[src/rtl/addsub_cascade.sv]
module addsub_cascade #(
  parameter int SLICE_W = 8
) (
  input  logic [2*SLICE_W-1:0] op_a,
  input  logic [2*SLICE_W-1:0] op_b,
  input  logic                 sub_en,
  input  logic                 carry_in,
  output logic [2*SLICE_W-1:0] sum,
  output logic                 cout_lo,
  output logic                 cout_hi,
  output logic                 ovf
);
  localparam int SLICES = 2;
  localparam int W      = SLICES * SLICE_W;

  logic [W-1:0] b_eff, gen, prop, half;

  assign b_eff = op_b ^ {W{sub_en}};
  assign gen   = op_a & b_eff;
  assign prop  = op_a | b_eff;
  assign half  = op_a ^ b_eff;

  for (genvar s = 0; s < SLICES; s++) begin : g_slice
    localparam int BASE = s * SLICE_W;
    logic               cin_s;
    logic               cout_s;
    logic [SLICE_W-1:0] cbit;

    if (s == 0) begin : g_low
      assign cin_s = sub_en | carry_in;
    end else begin : g_up
      assign cin_s = g_slice[s-1].cout_s;
    end

    always_comb begin
      logic c;
      c = cin_s;
      for (int i = 0; i < SLICE_W; i++) begin
        cbit[i] = c;
        c = gen[BASE+i] | (prop[BASE+i] & c);
      end
      cout_s = c;
    end

    assign sum[BASE +: SLICE_W] = half[BASE +: SLICE_W] ^ cbit;
  end

  assign cout_lo = g_slice[0].cout_s;
  assign cout_hi = g_slice[SLICES-1].cout_s;
  assign ovf     = g_slice[SLICES-1].cbit[SLICE_W-1] ^ g_slice[SLICES-1].cout_s;
endmodule

[config.mk]
export PLATFORM = sky130hd
export DESIGN_NAME = addsub_cascade
export DESIGN_NICKNAME = d
export VERILOG_FILES = /design/src/rtl/addsub_cascade.sv
export SDC_FILE = /design/constraint.sdc
export NUM_CORES = 1
export LEC_CHECK = 0
export BUFFER_PORTS_ARGS = -buffer_cell sky130_fd_sc_hd__clkbuf_2
export CAP_MARGIN = 25
export CORE_UTILIZATION = 40
export DETAILED_ROUTE_END_ITERATION = 12
export GPL_TIMING_DRIVEN = 0
export PLACE_DENSITY = 0.85
export SYNTH_ARGS = -nofsm -noshare
export SYNTH_HDL_FRONTEND = slang
export SYNTH_SLANG_ARGS = --single-unit
[constraint.sdc]
create_clock -name vclk -period 9.4
set_input_delay 0.94 -clock vclk [all_inputs]
set_output_delay 0.94 -clock vclk [all_outputs]
set_load 0.02 [all_outputs]
==> flow_summary.json <==
{
  "outcome": "finished, final reports clean",
  "drive_above_1_share_pct": 49.55,
  "crit_required_ns": 8.46,
  "grt_max_degree": 11,
  "setup_violations": 0,
  "worst-setup-path-type": "primary input to primary output",
  "power_density_mw_per_mm2": 115.3,
  "finalCritPeriodShare_pct": 83.29,
  "leakagePower_nw": 0.5230,
  "die_y_um": 40.51,
  "maxCapViolations": 0,
  "io-pin-count": 53,
  "final_area_sq_um": 872.1,
  "startpoint_type": "primary input",
  "core_sq_mm": 0.001334,
  "dpl-instance-area_sq_um": 872.1,
  "worstPathCellList": "buf_6, xor2_1, fa_1, fa_1, fa_1, inv_1, fa_1, fa_1, fa_1, fa_1, fa_1, fa_1, fa_1, fa_1, fa_1, fa_1, inv_1, fa_1, fa_1, fa_1, clkbuf_2",
  "cts_resized": 0,
  "hpwlAfterDp_um": 1152,
  "seq_area_sq_um": 0,
  "nClkBuffers": 0,
  "dp.cells": 126,
  "io_buffer_count": 52,
  "wirelength_um": 1183,
  "avgSynthCellArea_sq_um": 10.05,
  "max-slew-margin-rel_pct": 84.76,
  "tightest_slew_ns": 0.2269,
  "critPathArrivalTime_ns": 6.89,
  "wl_per_cell_um": 9.389,
  "setup_tns_ns": 0,
  "cp_max_fo": 8,
  "synth_cells": 59,
  "gp_congestion": 0.6272,
  "crit_top_cell": "fa_1",
  "final.min_clock_period_ns": 7.830,
  "slew_violations": 0,
  "drtIter0Drc": 2,
  "finalHoldViolations": 0,
  "dieArea_sq_mm": 0.001641,
  "synthTopCellsByCount": "inv_1 (23), fa_1 (16), xnor2_1 (10)",
  "p_total_mw": 0.1006,
  "seq_cells": 0,
  "synthesis.yosys.warnings": 0,
  "drc": 0,
  "vias_per_cell": 4.111,
  "syn2layout_area_growth_pct": 47.05,
  "dr.pass1.iters": 4,
  "hp-class": "primary input to primary output",
  "synth.area.top_cells": "fa_1 (54%), xnor2_1 (15%), inv_1 (15%)",
  "ir_worst_vdd_v": 0.00005733,
  "syn_area_sq_um": 593.1,
  "start_util_pct": 44.47,
  "grt_pass1_vias": 436,
  "fin_nets": 163,
  "antenna_found_initial": 0,
  "via_count": 518,
  "seq_area_frac_synth_pct": 0,
  "ant_nets": 0,
  "critPathMaxStageDelay_ns": 0.42,
  "crit_path_end_kind": "primary output",
  "holdBufCountCts": 0,
  "grt_pass1_wl_um": 1697,
  "rows": 13,
  "synth_cell_types": 7,
  "grt.total_usage_pct": 15.27,
  "synth_area_leader_cell": "fa_1",
  "rsz0062_at_grt": "no",
  "yosys.area.top_type_share_pct": 54.01,
  "synth.most_common_cell": "inv_1",
  "crit_path_top_delay_cell": "fa_1",
  "cts_setup_buffers": 0,
  "syn_nets": 109,
  "grt-ovfl-total": 0,
  "fin_cells": 126,
  "antenna_cells": 0,
  "chipWidth_um": 40.51,
  "max_freq_ghz": 0.1277
}
==> worst paths after layout <==
| check | start | endpoint | slack [ns] | cells after the start |
|---|---|---|---|---|
| max | sub_en | sum[15] | 1.57 | 21 |
| min | op_a[0] | sum[0] | 2.28 | 3 |
==> placed cells by master, fill, tap and decap left out <==
cell type	instances
buf_12	1
buf_6	1
clkbuf_2	52
fa_1	16
inv_1	23
or2_2	1
xnor2_1	10
xor2_1	7
==> power by group <==
| group | switching (mW) | internal (mW) |
|---|---|---|
| logic | 0.0616 | 0.0390 |
| clock network | 0 | 0 |
| registers | 0 | 0 |
| total | 0.0616 | 0.0390 |
==> logic make-up after synthesis <==
family	synth area share, %
buffers and inverters	19.83
xor gates and xnor gates	25.11
adders and majority gates	54.01
and+or+nand+nor	1.056
==> critical path, delay by kind of cell <==
family | cells | cell delay (ns)
adder cells (fa/ha/maj) | 16 | 5.31
buffers and inverters | 4 | 0.44
XOR/XNOR | 1 | 0.19
==> layer usage <==
layer  wire, um  track usage, %  vias to the layer above
met5          0               0                        -
met2        703           34.52                       31
met3         77               0                        0
li1           -               -                      258
met1        402           15.59                      229
met4          0               0                        0
==> cell type report <==
cell class / instances / area [sq um]
Fill cell: 127 / 461.7
Tap cell: 15 / 18.77
Multi-Input combinational cell: 34 / 475.5
Inverter: 23 / 86.33
Buffer: 2 / 31.28
Timing Repair Buffer: 52 / 260.3
==> metrics by stage <==
stage / setup WS (ns) / util [%] / hold WS [ns]
floorplan: 1.689 / - / 2.142
global placement: 1.660 / 65.38 / 2.291
detailed placement: 1.523 / 65.38 / 2.290
CTS: 1.511 / 65.38 / 2.291
global route: 1.284 / 65.38 / 2.313
finish: 1.570 / 65.38 / 2.285
No activity file was read; power rests on OpenSTA's default activity.
